### config.mk
export PLATFORM = sky130hd
export DESIGN_NAME = wt_snoop_cache
export DESIGN_NICKNAME = d
export VERILOG_FILES = /design/src/rtl/wt_snoop_cache.sv
export SDC_FILE = /design/constraint.sdc
export NUM_CORES = 1
export LEC_CHECK = 0
export BUFFER_PORTS_ARGS = -buffer_cell sky130_fd_sc_hd__buf_4
export CAP_MARGIN = 10
export CORE_AREA = 2 2 325 327
export DETAILED_ROUTE_END_ITERATION = 8
export DIE_AREA = 0 0 327 329
export HOLD_SLACK_MARGIN = 0.02
export MAX_ROUTING_LAYER = met4
export SLEW_MARGIN = 10
export SYNTH_ARGS = -nofsm -noshare
export SYNTH_HDL_FRONTEND = slang
export SYNTH_SLANG_ARGS = --single-unit
### constraint.sdc
create_clock -name clk -period 11.34 [get_ports clk]
set_input_delay 1.701 -clock clk [delete_from_list [all_inputs] [get_ports clk]]
set_output_delay 1.701 -clock clk [all_outputs]
set_load 0.1 [all_outputs]
### src/rtl/wt_snoop_cache.sv
module wt_snoop_cache #(
  parameter int AW = 32,
  parameter int DW = 32,
  parameter int LINES = 16,
  parameter int IDW = 2,
  parameter logic [IDW-1:0] MY_ID = '0
) (
  input  logic           clk,
  input  logic           rst_n,
  input  logic           cpu_req,
  input  logic           cpu_we,
  input  logic [AW-1:0]  cpu_addr,
  input  logic [DW-1:0]  cpu_wdata,
  output logic [DW-1:0]  cpu_rdata,
  output logic           cpu_ready,
  output logic           bus_req,
  input  logic           bus_gnt,
  output logic           bus_cmd_valid,
  output logic           bus_cmd_we,
  output logic [AW-1:0]  bus_addr,
  output logic [DW-1:0]  bus_wdata,
  input  logic [DW-1:0]  bus_rdata,
  input  logic           bus_rvalid,
  input  logic           snp_valid,
  input  logic           snp_we,
  input  logic [IDW-1:0] snp_id,
  input  logic [AW-1:0]  snp_addr
);
  localparam int IW = $clog2(LINES);
  localparam int OW = 2;
  localparam int TW = AW - IW - OW;

  typedef enum logic [1:0] {S_IDLE, S_REQ, S_WAIT, S_DONE} st_t;
  st_t st_q;

  logic [LINES-1:0] vld_q;
  logic [TW-1:0]    tag_q [LINES];
  logic [DW-1:0]    dat_q [LINES];

  wire [IW-1:0] c_idx = cpu_addr[OW +: IW];
  wire [TW-1:0] c_tag = cpu_addr[AW-1 -: TW];
  wire [IW-1:0] s_idx = snp_addr[OW +: IW];
  wire [TW-1:0] s_tag = snp_addr[AW-1 -: TW];

  wire c_hit   = vld_q[c_idx] && (tag_q[c_idx] == c_tag);
  wire s_kill  = snp_valid && snp_we && (snp_id != MY_ID) &&
                 vld_q[s_idx] && (tag_q[s_idx] == s_tag);
  wire granted = (st_q == S_REQ) && bus_gnt;
  wire fill    = (st_q == S_WAIT) && bus_rvalid;

  assign bus_req       = (st_q == S_REQ);
  assign bus_cmd_valid = granted;
  assign bus_cmd_we    = granted && cpu_we;
  assign bus_addr      = granted ? cpu_addr : '0;
  assign bus_wdata     = (granted && cpu_we) ? cpu_wdata : '0;
  assign cpu_rdata     = dat_q[c_idx];
  assign cpu_ready     = (st_q == S_DONE) ||
                         ((st_q == S_IDLE) && cpu_req && !cpu_we && c_hit);

  always_ff @(posedge clk) begin
    if (!rst_n) st_q <= S_IDLE;
    else begin
      case (st_q)
        S_IDLE: if (cpu_req && (cpu_we || !c_hit)) st_q <= S_REQ;
        S_REQ:  if (bus_gnt) st_q <= cpu_we ? S_DONE : S_WAIT;
        S_WAIT: if (bus_rvalid) st_q <= S_DONE;
        default: st_q <= S_IDLE;
      endcase
    end
  end

  always_ff @(posedge clk) begin
    if (!rst_n) vld_q <= '0;
    else begin
      if (s_kill) vld_q[s_idx] <= 1'b0;
      if (fill)   vld_q[c_idx] <= 1'b1;
    end
  end

  always_ff @(posedge clk) begin
    if (fill) begin
      tag_q[c_idx] <= c_tag;
      dat_q[c_idx] <= bus_rdata;
    end else if (granted && cpu_we && c_hit) begin
      dat_q[c_idx] <= cpu_wdata;
    end
  end
endmodule

# After elaboration in Yosys (flattened, before gate mapping)
# Memory sizes are Yosys's and may differ from the RTL's.
# Index checks and enable logic that the tools add are counted.
[totals]
memories = 2
reg_bits = 18
out_inout_bits = 100
mem_bits_rw = 928
wordCells = 66
inputBits = 138
[op_classes]
n_bitwise = 4
n_eq_ne = 8
mux = 24
order_cmp = 4
n_reduce_logical = 22
[memory_table]
columns = ["name", "depth", "width", "rd", "rd_ports_with_merged_regs", "wr", "line", "text"]
rows = [
  ["dat_q", 16, 32, 1, 0, 1, "38", "logic [DW-1:0] dat_q [LINES];"],
  ["tag_q", 16, 26, 2, 0, 1, "37", "logic [TW-1:0] tag_q [LINES];"],
]
[ops]
columns = ["cell", "n"]
rows = [
  ["two-way mux 32 bit", 3],
  ["== test 26 bit", 2],
  ["two-way mux 16 bit", 3],
  ["bitwise AND 16 bit", 1],
  ["inverter 16 bit", 1],
  ["bitwise OR 16 bit", 1],
  ["logical AND 1 bit", 15],
  ["< comparator 4 x 5 -> 1 bit, second input constant", 2],
  ["two-way mux 1 bit", 10],
  ["binary-select mux 1 bit (select 4 bit)", 2],
  ["demux 1 bit (select 4 bit)", 2],
  ["greater-or-equal comparator 4 x 1 -> 1 bit, second input constant", 2],
  ["two-way mux 2 bit", 3],
  ["case mux 2 bit (3 select lines)", 1],
  ["== test 2 bit, second input constant", 2],
  ["!= test 2 x 1 -> 1 bit, second input constant", 2],
  ["AND reduction 3 bit", 1],
  ["== test 2 x 1 -> 1 bit, second input constant", 1],
  ["logical NOT 1 bit", 2],
  ["logical NOT 2 bit", 1],
  ["logical OR 1 bit", 2],
  ["!= test 2 bit, second input constant", 1],
  ["nonzero test 2 bit", 1],
  ["bitwise OR 1 bit", 1],
]

# Longest topological paths before layout
[logic_depth]
word_depth = 10
ltp_mapped = 15
ltp_nobuf = 9

# Worst setup path after synthesis
# No wires, ideal clock.
[synth_timing]
kind = "input to register"
startpoint = "input cpu_addr[2]"
endpoint = "memory dat_q[0][0], enable pin"
setup_ns = 0.461
n_path_buf = 3
required_time_ns = 10.879
path_stages = 12
arrival_ns = 6.338
path_slack_ns = 4.541
cell_sequence = "buf_2 buf_6 buf_6 mux4_2 a22oi_1 o2bb2ai_1 nor4_1 o2111ai_1 a2111oi_2 a31oi_1 or3_1 nor3_1"
[synth_between]
elab_chain_cells = 8
word_cells_on_any_way = 10
cone_classes = "eq/ne (1); mux (5); bitwise (1); reduce/logical (2); memory (1)"
[synth_rtl]
columns = ["item", "line", "text"]
rows = [
  ["from (decl)", "12", "input logic [AW-1:0] cpu_addr,"],
  ["memory (16 x 26 bit) or binary-select mux 1 bit (select 4 bit) (tied branches)", "n/a", ""],
  ["== test 26 bit or two-way mux 1 bit (tied branches)", "45", "wire c_hit = vld_q[c_idx] && (tag_q[c_idx] == c_tag);"],
  ["logical AND 1 bit", "45", ""],
  ["logical AND 1 bit", "84", "end else if (granted && cpu_we && c_hit) begin"],
  ["two-way mux 1 bit", "84", ""],
  ["two-way mux 1 bit", "81", "if (fill) begin"],
  ["two-way mux 1 bit (not written as such)", "85", "dat_q[c_idx] <= cpu_wdata;"],
  ["bitwise OR 1 bit (no line)", "n/a", ""],
  ["to (decl)", "38", ""],
]
# Several ways; a longest one is shown, not always the timed one. The select of a mux whose other input is x is not followed.

# Worst setup path in the final report
[layout_timing]
startpoint = "input cpu_addr[3]"
endpoint = "output cpu_ready"
[layout_between]
elab_chain_cells = 5
word_cells_on_any_way = 7
cone_classes = "eq/ne (1); mux (2); reduce/logical (3); memory (1)"
[layout_rtl]
columns = ["item", "line", "text"]
rows = [
  ["memory (16 x 26 bit) or binary-select mux 1 bit (select 4 bit) (tied branches)", "n/a", ""],
  ["== test 26 bit or two-way mux 1 bit (tied branches)", "45", ""],
  ["logical AND 1 bit (*)", "45", ""],
  ["logical AND 1 bit (*)", "58", "((st_q == S_IDLE) && cpu_req && !cpu_we && c_hit);"],
  ["logical OR 1 bit (*)", "57", "assign cpu_ready = (st_q == S_DONE) ||"],
  ["to (decl)", "15", "output logic cpu_ready,"],
]
# Mark *: on every way between the ends. The rest lies on a longest branch, timed or not. The select of a mux whose other input is x is not followed.

==> impl_metrics.csv <==
group,metric,value,unit
sta,rsz_0062_raised_after_global_routing,"false",
synth,post_synthesis_compound_gate_area_fraction,0.0207,
setup_path,rr_worst_depth,10,
worst_hold_path,whs_path_depth,2,
drt,drc,0,
drt,routed_wl,113000,µm
setup_path,start_kind,"input pin",
sta,setup_viol,0,
drt,drtPass1Iterations,6,
sta,finalWorstPathRequiredPeriod,7.79,ns
power_and_ir_drop,worst_case_vdd_ir_drop,0.000118,V
synth,synthTopCellsByArea,"edfxtp_1 67%, mux4_2 20%, mux2i_1 1.6%",
cts,post_cts_hold_buffer_count,0,
drt,wl_per_cell,30.2,µm
sta,setup_slack,3.55,ns
setup_path,max_stage_delay,0.63,ns
setup_path,cp_slowest_cell,"mux4_1",
cts,post-cts-setup-buffers,0,
place,detailedPlace.worstSlack,3.56,ns
sta,timing.max_slew.rel_slack,0.248,
global_routing,globalRoute.busiestLayer,"met2",
setup_path,path_cells,"buf_8 -> buf_4 -> mux4_1 -> mux2i_1 -> mux2i_1 -> xnor2_1 -> o211ai_1 -> a2111oi_2 -> nand3_1 -> nor2_1 -> a31o_2 -> buf_4",
drt,postRouteAntennaNets,0,
cts,worst_skew_pair.late_latency,0.69,ns
flow_run,cap_viol_max_count,0,
power_and_ir_drop,powerDensity,167,mW/mm²
setup_path,timing.critical_path.required,9.64,ns
synth,muxShareOfSynthArea,0.237,
place,place.port_buffers,235,
sta,report.final.slew_viol_count,0,
cts,post_cts_resize_count,0,
synth,synth_async_sr_flop_share,0,
worst_hold_path,worst_hold_path.endpoint,"st_q[0]",
layout,layout-area-overhead-vs-synth,16.1,%
global_routing,first_global_vias,22700,
global_routing,global_route.usage.met1,0.283,
cts,clock_path_buffers,3,
drt,detailed_route_via_count,22200,
setup_path,worst_setup_path_type,"input pin to output pin",
outcome,status,"finished clean",
setup_path,timing.reg2reg.setup_slack,6.73,ns
floorplanning,initial_core_util,0.397,
place,post-dp-hpwl,64500,µm
synth,synth_nets,2147,
synth,post_synth_inst_count,2005,
layout,nFillCells,8701,
synth,ys_dominant_reg_cell,"edfxtp_1",
setup_path,worstReg2RegStart,"tag_q[2][21]",
sta,hold_slack,0.537,ns
sta,fmaxAchievable,0.128,GHz
floorplanning,placementRows,119,
floorplanning,die_width,327,µm
cts,cts.root.buffer_cell,"clkbuf_16",
synth,synth_simple_gate_area_frac,0.0319,
global_routing,groute.layer.met3.usage,0.0431,
synth,ys_seq_area_frac,0.681,
synth,synth_top_area_frac,0.672,
sta,tightest_slew,1.13,ns
global_routing,grt_start_max_net_pins,116,
synth,yosys.cell_types.count,68,
drt,detailedRoute.firstIterationViolations,2510,
cts,cts_made_buffers,96,
global_routing,number_of_antenna_violations_at_the_first_check_in_global_routing,4,
power_and_ir_drop,static_leakage,15.7,nW
synth,synth.cell_area,0.0414,mm²
synth,count_of_flip_flops_with_a_built_in_enable_after_synthesis,928,
worst_hold_path,hold_path.class,"flip-flop to flip-flop",
layout,finalNetCount,2411,
synth,most_area_hungry_cell_type_in_the_yosys_netlist,"edfxtp_1",
synth,synthXorXnorAreaFrac,0.0101,
sta,period_share,0.687,
global_routing,grt.total_usage,0.214,
place,gp_congestion,0.870,
synth,synth-seq-cells,946,
sta,report.final.hold_viol_count,0,
synth,synth_top_family_by_area,"multiplexers",
worst_hold_path,hold_path_startpoint,"st_q[0]",
layout,fin_util,0.461,
global_routing,global_route.usage.met2,0.338,
synth,post_synth_fa_ha_maj_area_fraction,0.00121,
cts,tritoncts,"built",
setup_path,cp-end-kind,"output pin",
drt,via_per_inst,5.94,
floorplanning,core,0.104,mm²
global_routing,grt_pass1_wl,161000,µm
setup_path,r2r-end,"dat_q[0][22]",
sta,worst_clock_skew,0.0448,ns
setup_path,path_max_fanout,81,
sta,fin_setup_tns,0,ns
synth,syn_area_per_cell,20.7,µm²
floorplanning,die_area,0.108,mm²
global_routing,grt.overflow.total,0,
layout,share_of_post_route_cells_with_drive_strength_above_1,0.379,
floorplanning,die_height,329,µm
synth,yosysWarningCount,0,
floorplanning,io-pin-count,238,
cts,tritoncts_num_sinks,946,
setup_path,critical_path_arrival,6.08,ns
cts,cts_htree_levels,3,
cts,worst_setup_hold_path_clk_slew,0.07,ns
per-layer routing:
layer | share of wire | vias to the layer above
met5 | 0 | -
met4 | 0.028 | 0
met3 | 0.083 | 209
met2 | 0.49 | 1074
met1 | 0.40 | 11900
li1 | - | 9079
cell usage in the layout, fill, tap and decap left out, types with 13 or more instances in the layout:
cell type and instances:
edfxtp_1 928, xnor2_1 34, mux2_4 30, clkinv_1 28, o22ai_1 13, and3_1 34, a22oi_1 21, mux4_2 366
dfxtp_1 18, nor2_4 24, o21ai_0 26, nor2_1 32, inv_1 23, mux2i_1 67, nand2_1 31, nor3_1 25
mux2_2 22, and2_1 38, clkbuf_16 98, clkbuf_1 14, clkinv_2 15, buf_4 286, xor2_1 14
worst max-delay path by stage:
stage | startpoint | end | slack [ns] | cells past startpoint
floorplan | cpu_addr[2] | dat_q[0][0] | 4.54 | 12
global placement | cpu_addr[3] | cpu_ready | 3.60 | 12
detailed placement | cpu_addr[3] | cpu_ready | 3.56 | 12
CTS | cpu_addr[3] | cpu_ready | 3.56 | 12
global route | cpu_addr[3] | cpu_ready | 3.36 | 12
finish | cpu_addr[3] | cpu_ready | 3.55 | 12
critical path, delay by kind of cell:
kind / cells / cell delay, ns
XOR/XNOR: 1 / 0.47
buffers and inverters: 3 / 1.43
AND/OR/NAND/NOR: 2 / 0.38
multiplexers: 3 / 0.88
AO/OA/AOI/OAI: 3 / 1.07
cell type report:
cell class	count	area [µm²]	share of cell area
flip-flops and latches	946	28200	0.587
multi-input cells	911	12700	0.264
clock buffers	112	2500	0.0521
repair buffers	290	2210	0.0459
well taps	1391	1740	0.0362
clock inverters	64	636	0.0132
inverters	24	91.3	0.00190
diodes	3	7.51	0.000156
where the power goes:
group | switching [mW] | leakage (nW) | internal [mW]
registers | 0.0127 | 8.49 | 3.87
logic | 0.667 | 5.65 | 0.302
clock network | 1.37 | 1.53 | 1.80
total | 2.05 | 15.7 | 5.97
per-stage QoR:
stage | power (mW) | area [µm²] | std cells
floorplan | 4.64 | 41400 | 2005
global placement | 4.92 | 45000 | 3562
detailed placement | 4.94 | 45000 | 3562
CTS | 8.09 | 48100 | 3738
global route | 8.26 | 48100 | 3739
finish | 8.03 | 48100 | 3741
cells in the mapped netlist (9+ instances only):
library cell / n
buf_1: 16
xnor2_1: 34
inv_1: 23
nor2_1: 56
a22oi_1: 21
dfxtp_1: 18
mux4_2: 366
buf_6: 14
and3_1: 34
buf_4: 9
mux2_4: 30
and2_1: 38
nor3_1: 33
nand2_1: 31
xor2_1: 14
o21ai_0: 26
buf_2: 26
edfxtp_1: 928
mux2i_1: 67
nand2b_1: 10
mux2_2: 22
clkbuf_1: 58
o22ai_1: 13
nand4_1: 10
sequential cells by signal, summed over array words and instances (netlist names):
name / count
dat_q: 512
st_q: 2
tag_q: 416
vld_q: 16
cell families after synthesis:
logic type	count (synthesis)
AO/OA/AOI/OAI	119
XOR/XNOR	48
adder cells (fa/ha/maj)	4
buffers and inverters	148
flip-flops	946
multiplexers	493
AND/OR/NAND/NOR	247
(Power assumes the default switching activity.)
